`src/rtl/hbus_pkg.sv`:
```
package hbus_pkg;
    typedef enum logic {
        BUS_MOTO  = 1'b0,
        BUS_INTEL = 1'b1
    } bus_style_e;

    // positions of control lines inside the synchronized vector
    localparam int unsigned SI_CS   = 0;
    localparam int unsigned SI_ALE  = 1;
    localparam int unsigned SI_RDRW = 2;
    localparam int unsigned SI_STRB = 3;
    localparam int unsigned SI_CTRL = 4;
endpackage

```
`src/rtl/hbus_sync.sv`:
```
module hbus_sync #(
    parameter int unsigned WIDTH   = 8,
    parameter int unsigned STAGES  = 2,
    parameter logic [WIDTH-1:0] RST_VAL = '0
) (
    input  logic             clk,
    input  logic             rst_n,
    input  logic [WIDTH-1:0] async_i,
    output logic [WIDTH-1:0] sync_o
);
    logic [WIDTH-1:0] chain_q [STAGES];

    for (genvar s = 0; s < STAGES; s++) begin : g_stage
        logic [WIDTH-1:0] stage_d;
        if (s == 0) begin : g_first
            assign stage_d = async_i;
        end else begin : g_next
            assign stage_d = chain_q[s-1];
        end
        always_ff @(posedge clk or negedge rst_n) begin
            if (!rst_n) chain_q[s] <= RST_VAL;
            else        chain_q[s] <= stage_d;
        end
    end

    assign sync_o = chain_q[STAGES-1];
endmodule

```
`src/rtl/hbus_regfile.sv`:
```
module hbus_regfile #(
    parameter int unsigned DATA_W = 8,
    parameter int unsigned ADDR_W = 5,
    localparam int unsigned NREG  = 1 << ADDR_W
) (
    input  logic                   clk,
    input  logic                   rst_n,
    input  logic                   we,
    input  logic [ADDR_W-1:0]      waddr,
    input  logic [DATA_W-1:0]      wdata,
    input  logic [ADDR_W-1:0]      raddr,
    output logic [DATA_W-1:0]      rdata,
    output logic [NREG*DATA_W-1:0] regs_flat
);
    logic [DATA_W-1:0] mem_q [NREG];

    for (genvar i = 0; i < NREG; i++) begin : g_reg
        logic [DATA_W-1:0] mem_d;
        always_comb begin
            mem_d = mem_q[i];
            if (we && (waddr == ADDR_W'(i))) mem_d = wdata;
        end
        always_ff @(posedge clk or negedge rst_n) begin
            if (!rst_n) mem_q[i] <= '0;
            else        mem_q[i] <= mem_d;
        end
        assign regs_flat[i*DATA_W +: DATA_W] = mem_q[i];
    end

    assign rdata = mem_q[raddr];

    // without a write enable no register may change
    a_r6_regs_hold: assert property (@(posedge clk) disable iff (!rst_n)
        !we |=> $stable(regs_flat));
endmodule

```
`src/rtl/hbus_decode.sv`:
```
module hbus_decode
    import hbus_pkg::*;
#(
    parameter int unsigned DATA_W = 8,
    parameter int unsigned ADDR_W = 5
) (
    input  logic              clk,
    input  logic              rst_n,
    input  bus_style_e        style,
    input  logic              mux_bus,
    input  logic              s_cs_n,
    input  logic              s_ale,
    input  logic              s_rdrw,
    input  logic              s_strb,
    input  logic [DATA_W-1:0] s_ad,
    input  logic [ADDR_W-1:0] s_addr,
    input  logic [DATA_W-1:0] rf_rdata,
    output logic              rf_we,
    output logic [ADDR_W-1:0] rf_addr,
    output logic [DATA_W-1:0] rf_wdata,
    output logic [DATA_W-1:0] rd_data,
    output logic              rd_oe
);
    typedef struct packed {
        logic              cs_p;
        logic              ale_p;
        logic              strb_p;
        logic              armed;
        logic [ADDR_W-1:0] addr;
        logic              oe;
        logic [DATA_W-1:0] rdat;
    } dec_t;

    dec_t q, d;
    logic cs_act, cs_fall, ale_fall, strb_rise, wr_fire, rd_qual;

    always_comb begin
        cs_act    = !s_cs_n;
        cs_fall   = cs_act && q.cs_p;
        ale_fall  = q.ale_p && !s_ale;
        strb_rise = s_strb && !q.strb_p;
        if (style == BUS_INTEL) begin
            wr_fire = strb_rise && cs_act && q.armed;
            rd_qual = !s_rdrw;
        end else begin
            wr_fire = strb_rise && cs_act && q.armed && !s_rdrw;
            rd_qual = s_rdrw && !s_strb;
        end

        d        = q;
        d.cs_p   = s_cs_n;
        d.ale_p  = s_ale;
        d.strb_p = s_strb;

        if (s_cs_n)       d.armed = 1'b0;
        else if (cs_fall) d.armed = 1'b1;
        else if (wr_fire) d.armed = 1'b0;

        if (mux_bus) begin
            if (ale_fall) d.addr = s_ad[ADDR_W-1:0];
        end else if (cs_act) begin
            d.addr = s_addr;
        end

        d.oe   = cs_act && rd_qual;
        d.rdat = (cs_act && rd_qual) ? rf_rdata : '0;
    end

    always_ff @(posedge clk or negedge rst_n) begin
        if (!rst_n) begin
            q        <= '0;
            q.cs_p   <= 1'b1;
            q.strb_p <= 1'b1;
        end else begin
            q <= d;
        end
    end

    assign rf_we    = wr_fire;
    assign rf_addr  = q.addr;
    assign rf_wdata = s_ad;
    assign rd_data  = q.rdat;
    assign rd_oe    = q.oe;

    // a write consumes the select period
    a_r5_one_write: assert property (@(posedge clk) disable iff (!rst_n)
        wr_fire |=> !q.armed);
    // in multiplexed mode the address moves only on an address strobe fall
    a_r3_addr_hold: assert property (@(posedge clk) disable iff (!rst_n)
        (mux_bus && !ale_fall && $stable(mux_bus)) |=> $stable(q.addr));
    // released output carries no data
    a_r8_quiet_bus: assert property (@(posedge clk) disable iff (!rst_n)
        !rd_oe |-> (rd_data == '0));
endmodule

```
`src/rtl/hbus_port.sv`:
```
module hbus_port
    import hbus_pkg::*;
#(
    parameter int unsigned DATA_W      = 8,
    parameter int unsigned ADDR_W      = 5,
    parameter int unsigned SYNC_STAGES = 2,
    localparam int unsigned NREG       = 1 << ADDR_W,
    localparam int unsigned SW         = SI_CTRL + DATA_W + ADDR_W
) (
    input  logic                   clk,
    input  logic                   rst_n,
    input  logic                   mode_intel,
    input  logic                   mode_mux,
    input  logic                   cs_n,
    input  logic                   ale_as,
    input  logic                   rd_rw,
    input  logic                   wr_ds,
    input  logic [DATA_W-1:0]      ad_in,
    input  logic [ADDR_W-1:0]      addr_in,
    output logic [DATA_W-1:0]      ad_out,
    output logic                   ad_oe,
    output logic [NREG*DATA_W-1:0] reg_out
);
    localparam logic [SW-1:0] SYNC_RST = SW'((1 << SI_CS) | (1 << SI_RDRW) | (1 << SI_STRB));

    logic [SW-1:0]     raw, syn;
    logic              we;
    logic [ADDR_W-1:0] addr;
    logic [DATA_W-1:0] wdata, rdata;
    bus_style_e        style;

    assign raw   = {addr_in, ad_in, wr_ds, rd_rw, ale_as, cs_n};
    assign style = mode_intel ? BUS_INTEL : BUS_MOTO;

    hbus_sync #(.WIDTH(SW), .STAGES(SYNC_STAGES), .RST_VAL(SYNC_RST)) i_sync (
        .clk(clk), .rst_n(rst_n), .async_i(raw), .sync_o(syn));

    hbus_decode #(.DATA_W(DATA_W), .ADDR_W(ADDR_W)) i_dec (
        .clk(clk), .rst_n(rst_n), .style(style), .mux_bus(mode_mux),
        .s_cs_n(syn[SI_CS]), .s_ale(syn[SI_ALE]), .s_rdrw(syn[SI_RDRW]),
        .s_strb(syn[SI_STRB]), .s_ad(syn[SI_CTRL +: DATA_W]),
        .s_addr(syn[SI_CTRL+DATA_W +: ADDR_W]), .rf_rdata(rdata),
        .rf_we(we), .rf_addr(addr), .rf_wdata(wdata),
        .rd_data(ad_out), .rd_oe(ad_oe));

    hbus_regfile #(.DATA_W(DATA_W), .ADDR_W(ADDR_W)) i_rf (
        .clk(clk), .rst_n(rst_n), .we(we), .waddr(addr), .wdata(wdata),
        .raddr(addr), .rdata(rdata), .regs_flat(reg_out));

    // chip select held high long enough to pass the synchronizer releases the bus
    a_r8_release: assert property (@(posedge clk) disable iff (!rst_n)
        (cs_n && $past(cs_n) && $past(cs_n, 2) && $past(cs_n, 3)) |-> !ad_oe);
endmodule

```
`config.mk`:
```
export PLATFORM = sky130hd
export DESIGN_NAME = hbus_port
export DESIGN_NICKNAME = d
export VERILOG_FILES = /design/src/rtl/hbus_pkg.sv /design/src/rtl/hbus_sync.sv /design/src/rtl/hbus_regfile.sv /design/src/rtl/hbus_decode.sv /design/src/rtl/hbus_port.sv
export SDC_FILE = /design/constraint.sdc
export NUM_CORES = 1
export LEC_CHECK = 0
export BUFFER_PORTS_ARGS = -buffer_cell sky130_fd_sc_hd__buf_2
export CAP_MARGIN = 0
export CORE_MARGIN = 4
export CORE_UTILIZATION = 49
export CTS_CLUSTER_SIZE = 12
export DETAILED_ROUTE_END_ITERATION = 16
export GPL_TIMING_DRIVEN = 1
export HOLD_SLACK_MARGIN = 0.02
export PLACE_DENSITY = 0.76
export SYNTH_ARGS = -nofsm -noshare
export SYNTH_HDL_FRONTEND = slang
export SYNTH_HIERARCHICAL = 1
export SYNTH_SLANG_ARGS = --single-unit
```
`constraint.sdc`:
```
create_clock -name clk -period 2.6 [get_ports clk]
set_clock_uncertainty 0.15 [all_clocks]
set_input_delay 0.39 -clock clk [delete_from_list [all_inputs] [get_ports clk]]
set_output_delay 0.39 -clock clk [all_outputs]
set_load 0.02 [all_outputs]
```
==> flow_summary.toml, run 1 <==
[layout]
stdcell_area_um2 = 16500
seq_area_um2 = 7730
fin_nets = 1148
drive_above_1_share_pct = 65.0
area_growth_pct = 23.7
diodes = 0
multi_input_area_um2 = 5250
nFillCells = 2060

[worst_setup_path]
critical_path_class = "reg -> reg"
r2r_cells = 5
crit_path_end_kind = "flip-flop"
r2r_slack_ns = 0.08
timing.rr.start = "i_dec/rf_addr[1]"
r2r_end = "i_dec/rd_data[1]"
path_buf_inv = 1
startpoint_type = "flip-flop"
critPathSlowestCell = "mux4_2"
crit_family = "multiplexers"
cp_max_fo = 32
crit_arrival_ns = 2.81
slowest_delay_ns = 0.60
cp.required_ns = 2.89
cp_common_cell = "mux4_2"
cp_cell_sequence = "buf_12, mux4_2, mux4_2, mux2_2, and2_1"

[clocking]
tritoncts = "done"
cts_buffers = 31
cts.sinks = 308
post-cts-setup-buffers = 0
path_clk_slew_ns = 0.06
htreeDepth = 1
clock_latency_ns = 0.54
clockBufferDepth = 3
root_buffer = "clkbuf_16"

[synth]
synth_edf_count = 0
syn_area_per_cell_um2 = 16.6
ys_ff_latch = 308
ys.flop_type = "dfrtp_1"
synth_cell_type_count = 29
synth_common_cells = "dfrtp_1 (300), mux2_2 (264), mux4_2 (80)"
synth_top_cell_by_area = "dfrtp_1"
synthArstFlopShare_pct = 100
yosysMostFrequentCell = "dfrtp_1"
syn_inst = 806
netlist.area_leader.share_pct = 56.2
syn_nets = 827
synth.cell_area_um2 = 13300
ys_top_cells_by_area = "dfrtp_1 (56%), mux2_2 (22%), mux4_2 (13%)"
yosysWarnings = 6
synth-seq-area-share_pct = 57.8

[drt]
via_per_inst = 5.79
ant_nets = 0
firstDrtPassIters = 5
post-route-drc-count = 0
vias = 8620
avgRoutedWirePerCell_um = 25.6
drt_iter0_drc = 762
wl_um = 38200

[hold_path]
hold_path_depth = 4
hp-class = "in -> reg"
min_from = "mode_mux"
min_to = "i_dec/rf_addr[0]"

[global_route]
grt_pass1_wl_um = 58100
antenna_found_initial = 0
overflow = 0
grt.total_usage_pct = 25.3
grt_pass1_vias = 8967
grt_max_degree = 68

[placed_design]
placed_cell_area_um2 = 15400
gp_congestion = 0.847
portBuffers = 285
hpwlAfterDp_um = 27000

[pwr]
power_mw = 11.0
ir_worst_vdd_mv = 0.506
cellLeakagePower_nw = 8.73
cellPowerDensity_nw_per_um2 = 665

[sta]
worst_slew_pin_slew_ns = 1.28
drv_slew = 0
fmaxAchievable_mhz = 396
fin_crit_sh_pct = 97.1
rsz0062_at_grt = "true"
setup_viol = 0
hold_viol_final = 0
layout_min_cycle_time_ns = 2.52
relSlewSlack_pct = 15.0

[die]
design.die.area_um2 = 29900
die_h_um = 173
die_w_um = 173
io_pins = 286
start_util_pct = 49.7
rows = 60
core_um2 = 26900

[run_status]
outcome = "complete, no violations"

[flow_run]
cap_viol_max_count = 0
-- state kept, by name, summed over array words and instances, names as in the netlist --
name	cells
i_dec/q	4
i_dec/rd_data	8
i_sync/sync_o	17
i_sync/g_stage.stage_d	17
i_dec/rd_oe	1
i_dec/rf_addr	5
i_rf/regs_flat	256
-- layer usage --
metal  vias up  share of wire, %  GRT usage [%]
li1       3613                 -              -
met1      4607                42           34.8
met2       338                48           40.5
met3        62               7.8           6.82
met4         0               2.7           6.42
met5         -                 0              0
-- worst min-delay path: stages --
cell and delay [ns]:
buf_2 0.10, nor2_1 0.08, nor2_1 0.09, a21oi_1 0.06
-- layout make-up --
cell class	count	area share (%)
timing repair buffer	362	13.2
multi-input combinational	423	31.8
tap	341	2.58
clock inverter	2	0.0606
clock buffer	53	5.56
inverter	1	0.0227
sequential	308	46.8
-- placed cells by master, fill, tap and decap left out, types with 13 or more instances in the layout --
cell	synthesis	routed
clkbuf_1	35	16
nor2_1	19	19
nand2_1	13	13
clkbuf_16	0	31
buf_4	27	49
mux4_2	80	80
mux2_2	264	264
buf_2	4	284
dfrtp_1	300	297
dlygate4sd3_1	0	18
-- metrics by stage --
step | setup WS, ns | utilization (%) | hold slack, ns | std cells | setup TNS (ns)
final | 0.0754 | 61.5 | 0.0707 | 1490 | 0
after global routing | -0.00514 | 61.5 | 0.0807 | 1490 | -0.0102
after CTS | 0.0631 | 61.4 | 0.0499 | 1490 | 0
after detailed placement | 0.0842 | 57.3 | 0.185 | 1417 | 0
after global placement | 0.0720 | 57.3 | 0.183 | 1417 | 0
after floorplan | 0.00927 | - | -0.0556 | 806 | 0
-- report_power, final --
group	leakage [nW]	internal [mW]	switching [mW]
clock	0.452	2.37	1.74
sequential	4.17	5.05	0.271
combinational	4.11	0.681	0.872
total	8.73	8.10	2.88
-- worst max path at each step --
| stage | endpoint | from | cells past startpoint | slack, ns |
|---|---|---|---|---|
| finish | i_dec/rd_data[1] | i_dec/rf_addr[1] | 5 | 0.08 |
| global route | i_rf/regs_flat[147] | i_sync/sync_o[3] | 7 | -0.005 |
| CTS | i_dec/rd_data[1] | i_dec/rf_addr[1] | 5 | 0.06 |
| detailed placement | i_dec/rd_data[1] | i_dec/rf_addr[1] | 5 | 0.08 |
| global placement | i_rf/regs_flat[23] | mode_intel | 9 | 0.07 |
| floorplan | i_dec/rd_data[0] | i_dec/rf_addr[2] | 7 | 0.009 |
-- what timing repair did --
action / 4_1_cts / 5_1_grt
hold buffers: 18 / 0
hold endpoints to repair: 75 / 0
endpoints found under the setup margin: 0 / 40
gates resized for setup: 0 / 2
-- kinds of logic (layout without fill, tap and decap cells) --
| logic type | after synthesis | count (layout) | synth area share, % |
|---|---|---|---|
| simple gates | 67 | 67 | 2.87 |
| flops | 308 | 308 | 57.8 |
| compound gates | 12 | 12 | 0.581 |
| mux | 344 | 344 | 35.8 |
| buf+inv | 75 | 418 | 2.96 |
No activity file was read; power rests on OpenSTA's default activity.
==> run 2, diff against run 1 <==
Settings changed: MAX_ROUTING_LAYER from default to met4, REMOVE_ABC_BUFFERS from default to 1.
==> run 2 against run 1 <==
Net effect: hold slack gained 0.065 ns; design area rose by 0.27%; non-clock buffer count fell by 10; combinational power about the same; largest power group unchanged; die area unchanged; routed wire length increased by 0.47%; final cell count fell by 0.54%; global-route usage up 1.2 points.
==> flow_summary.toml, run 2 (same netlist as run 1, synthesis figures left out) <==
[run_status]
outcome = "complete, no violations"

[clocking]
clock_latency_ns = 0.50
clockBufferDepth = 3
root_buffer = "clkbuf_16"
htreeDepth = 2
path_clk_slew_ns = 0.06
cts.sinks = 308
post-cts-setup-buffers = 0
tritoncts = "done"
cts_buffers = 34

[sta]
worst_slew_pin_slew_ns = 1.14
layout_min_cycle_time_ns = 2.56
hold_viol_final = 0
relSlewSlack_pct = 23.9
drv_slew = 0
fin_crit_sh_pct = 98.5
rsz0062_at_grt = "false"
fmaxAchievable_mhz = 390
setup_viol = 0

[pwr]
ir_worst_vdd_mv = 0.425
cellPowerDensity_nw_per_um2 = 692
power_mw = 11.5
cellLeakagePower_nw = 8.76

[die]
design.die.area_um2 = 29900
die_w_um = 173
core_um2 = 26900
io_pins = 286
start_util_pct = 49.7
rows = 60
die_h_um = 173

[worst_setup_path]
timing.rr.start = "i_dec/rf_addr[1]"
crit_path_end_kind = "flip-flop"
crit_arrival_ns = 2.79
r2r_cells = 5
r2r_slack_ns = 0.04
startpoint_type = "flip-flop"
cp_max_fo = 20
critical_path_class = "reg -> reg"
r2r_end = "i_dec/rd_data[2]"
cp.required_ns = 2.83

[layout]
largest_reg_flops = 256
drive_above_1_share_pct = 65.4
layout_commonest_cell = "dfrtp_1"
layout_common_cells = "dfrtp_1 (297), buf_2 (284), mux2_2 (264)"
area_growth_pct = 24.1
fin_nets = 1141
diodes = 0
nFillCells = 2045
stdcell_area_um2 = 16600

[global_route]
grt_pass1_wl_um = 58900
grt_pass1_vias = 9025
grt.total_usage_pct = 26.4
grt_max_degree = 66
antenna_found_initial = 0
overflow = 0

[drt]
vias = 8643
post-route-drc-count = 0
wl_um = 38400
drt_iter0_drc = 818
via_per_inst = 5.83
avgRoutedWirePerCell_um = 25.9
firstDrtPassIters = 5
ant_nets = 0

[hold_path]
hp-class = "in -> reg"
min_from = "mode_mux"
min_to = "i_dec/rf_addr[3]"
hold_path_depth = 4

[placed_design]
hpwlAfterDp_um = 27500
gp_congestion = 0.869
placed_cell_area_um2 = 15300
portBuffers = 285

[flow_run]
cap_viol_max_count = 0
## run 2: cell count changes in the layout (fill, tap and decap cells not counted), moves of 2 or more
cell       previous run  this run
buf_4                49        40
clkbuf_8              6        10
clkbuf_1             16         8
clkbuf_16            31        35
inv_6                 0         2
## run 2: metal layers
layer  vias up  routed length, µm  GRT usage, %  share of wire [%]
li1       3602                  -             -                  -
met4         0               1720          10.3                4.5
met2       368              17800          38.9                 46
met1      4591              16600          37.3                 43
met5         -                  0             -                  0
met3        82               2200          4.55                5.7
## run 2: how the worst max path moves through the flow
| stage | start | to | slack [ns] |
|---|---|---|---|
| final | i_dec/rf_addr[1] | i_dec/rd_data[2] | 0.04 |
| after global routing | i_dec/rf_addr[1] | i_dec/rd_data[2] | 0.005 |
| after CTS | i_dec/rf_addr[1] | i_dec/rd_data[2] | 0.04 |
| after detailed placement | i_dec/rf_addr[1] | i_dec/rd_data[2] | 0.04 |
| after global placement | i_dec/rf_addr[1] | i_dec/rd_data[3] | 0.07 |
| after floorplan | i_dec/rf_addr[1] | i_dec/rd_data[0] | -1.91 |
## run 2: where the power goes
group / internal (mW) / switching (mW) / total (mW) / leakage [nW]
Combinational: 0.671 / 0.844 / 1.52 / 4.06
Sequential: 5.05 / 0.298 / 5.35 / 4.17
Clock: 2.75 / 1.85 / 4.60 / 0.530
## run 2: what timing repair did
action,in CTS,in global routing
resized for setup,0,1
endpoints found under the setup margin,0,7
endpoints found under the hold margin,75,0
hold buffers,18,0
## run 2: metrics by stage
| stage | setup WS, ns | utilization [%] | TNS, ns | hold WS [ns] | instances |
|---|---|---|---|---|---|
| 2_1_floorplan | -1.91 | - | -384.01 | -0.0556 | 732 |
| 3_3_place_gp | 0.0732 | 57.0 | 0 | 0.183 | 1407 |
| 3_5_place_dp | 0.0425 | 57.0 | 0 | 0.185 | 1407 |
| 4_1_cts | 0.0384 | 61.6 | 0 | 0.116 | 1482 |
| 5_1_grt | 0.00546 | 61.6 | 0 | 0.175 | 1482 |
| 6_report | 0.0391 | 61.6 | 0 | 0.136 | 1482 |
## run 2: area by class of cell
| cell class | instances | area [µm²] | share of cell area [%] |
|---|---|---|---|
| timing repair buffer | 352 | 2100 | 12.7 |
| sequential | 308 | 7730 | 46.6 |
| tap | 341 | 427 | 2.58 |
| multi-input combinational | 423 | 5240 | 31.6 |
| clock inverter | 4 | 27.5 | 0.166 |
| clock buffer | 53 | 1040 | 6.30 |
| inverter | 1 | 3.75 | 0.0227 |
## run 2: worst max-delay path, cell delays in order (launching register included)
cell     delay [ns]
dfrtp_4        0.53
buf_12         0.22
mux4_2         0.57
mux4_2         0.54
mux2_2         0.29
and2_1         0.14
==> run 3, diff against run 2 <==
Settings changed: CORE_ASPECT_RATIO from default to 0.9.
==> run 3 against run 2 <==
Net effect: register-to-register slack barely moved; core utilization is 0.52 points higher; die area about the same; count of clock-buffer cells in the layout shrank 1; first-iteration DRC count shrank 19%; sequential power about the same; non-clock buffer count rose by 4; maximum frequency is 0.11% higher.
==> flow_summary.toml, run 3 (same netlist as run 1, synthesis figures left out) <==
[sta]
setup_viol = 0
relSlewSlack_pct = 23.4
layout_min_cycle_time_ns = 2.56
drv_slew = 0
fmaxAchievable_mhz = 391
hold_viol_final = 0
worst_slew_pin_slew_ns = 1.15
fin_crit_sh_pct = 98.4
setup-tns-final_ns = 0
rsz0062_at_grt = "false"

[drt]
firstDrtPassIters = 5
avgRoutedWirePerCell_um = 26.0
wl_um = 39000
post-route-drc-count = 0
via_per_inst = 5.74
vias = 8608
ant_nets = 0
drt_iter0_drc = 662

[global_route]
grt_pass1_wl_um = 58700
overflow = 0
grt_max_degree = 76
grt.total_usage_pct = 26.7
antenna_found_initial = 0
grt_pass1_vias = 8840

[pwr]
swShare_pct = 25.7
cellLeakagePower_nw = 8.81
seqPwrFrac_pct = 45.7
p_switching_mw = 3.01
pwr-share-comb_pct = 13.2
ir_worst_vdd_mv = 0.322
intPower_mw = 8.69
cellPowerDensity_nw_per_um2 = 700
clock_power_share_pct = 41.1

[run_status]
outcome = "complete, no violations"

[layout]
final_core_util_pct = 62.1
nFillCells = 2020
drive_above_1_share_pct = 65.6
fin_nets = 1145
layout_common_cells = "dfrtp_1 (297), buf_2 (284), mux2_2 (264)"
layout_commonest_cell = "dfrtp_1"
largest_reg_flops = 256
area_growth_pct = 25.2
diodes = 0

[die]
io_pins = 286
start_util_pct = 49.6
core_um2 = 26900
die_h_um = 165
rows = 57
design.die.area_um2 = 29900
die_w_um = 182

[clocking]
root_buffer = "clkbuf_16"
path_clk_slew_ns = 0.06
tritoncts = "done"
htreeDepth = 2
cts.sinks = 308
clockBufferDepth = 3
clock_latency_ns = 0.51
cts_buffers = 34

[worst_setup_path]
crit_path_end_kind = "flip-flop"
cp.required_ns = 2.84
cp_max_fo = 18
startpoint_type = "flip-flop"
crit_arrival_ns = 2.80
critical_path_class = "reg -> reg"

[placed_design]
gp_congestion = 0.951
hpwlAfterDp_um = 27700
portBuffers = 285

[hold_path]
hp-class = "in -> reg"

[flow_run]
cap_viol_max_count = 0
==> run 3: what timing repair did <==
item                       4_1_cts  5_1_grt
hold endpoints to repair        63        0
resized for setup                0        3
setup endpoints to repair        0       45
setup buffers                    0        1
hold buffers                    18        0
==> run 3: worst paths after layout <==
kind	startpoint	to	slack (ns)	depth (start not counted)
max in group asynchronous	rst_n	i_dec/rf_addr[2]	1.21	3
worst max-delay path	i_dec/rf_addr[1]	i_dec/rd_data[3]	0.04	5
min in group asynchronous	rst_n	i_rf/regs_flat[114]	0.28	2
worst max register to register	i_dec/rf_addr[1]	i_dec/rd_data[3]	0.04	5
worst min register to register	i_sync/g_stage[1].stage_d[6]	i_sync/sync_o[6]	0.20	0
worst min-delay path	mode_mux	i_dec/rf_addr[3]	0.15	4
==> run 3: power by group through the flow <==
stage,registers [mW],clock network [mW],logic (mW)
after global routing,5.38,5.10,1.65
after floorplan,5.69,0,0.512
after CTS,5.34,4.87,1.54
final,5.35,4.81,1.55
after global placement,5.42,0,1.49
after detailed placement,5.42,0,1.52
==> run 3: layout make-up <==
| class | count | area (µm²) | share of cell area [%] |
|---|---|---|---|
| Timing Repair Buffer | 356 | 2170 | 13.0 |
| Clock buffer | 52 | 1040 | 6.24 |
| Inverter | 1 | 3.75 | 0.0225 |
| Sequential cell | 308 | 7730 | 46.2 |
| Clock inverter | 5 | 75.1 | 0.449 |
| Tap cell | 354 | 443 | 2.65 |
| Multi-Input combinational cell | 423 | 5250 | 31.4 |
==> run 3: through the flow <==
| stage | area [µm²] | std cells | power, mW | hold slack, ns | worst slack, ns |
|---|---|---|---|---|---|
| detailed placement | 15400 | 1422 | 6.94 | 0.185 | 0.0218 |
| finish | 16700 | 1499 | 11.7 | 0.146 | 0.0418 |
| floorplan | 13000 | 732 | 6.20 | -0.0556 | -1.91 |
| CTS | 16700 | 1497 | 11.8 | 0.133 | 0.00753 |
| global placement | 15400 | 1422 | 6.91 | 0.183 | 0.0317 |
| global route | 16700 | 1499 | 12.1 | 0.147 | 0.0121 |
==> run 3: critical path, stage by stage, from the launching register on <==
cell and delay (ns):
dfrtp_4 0.56, buf_12 0.21, mux4_2 0.54, mux4_2 0.54, mux2_2 0.28, and2_1 0.14
==> run 3: routing by layer <==
metal	track usage, %	part of all wire, %	up-vias
met5	-	0	-
met4	7.84	2.9	0
met3	6.28	7.7	52
met2	37.8	45	369
met1	39.2	45	4565
li1	-	-	3622
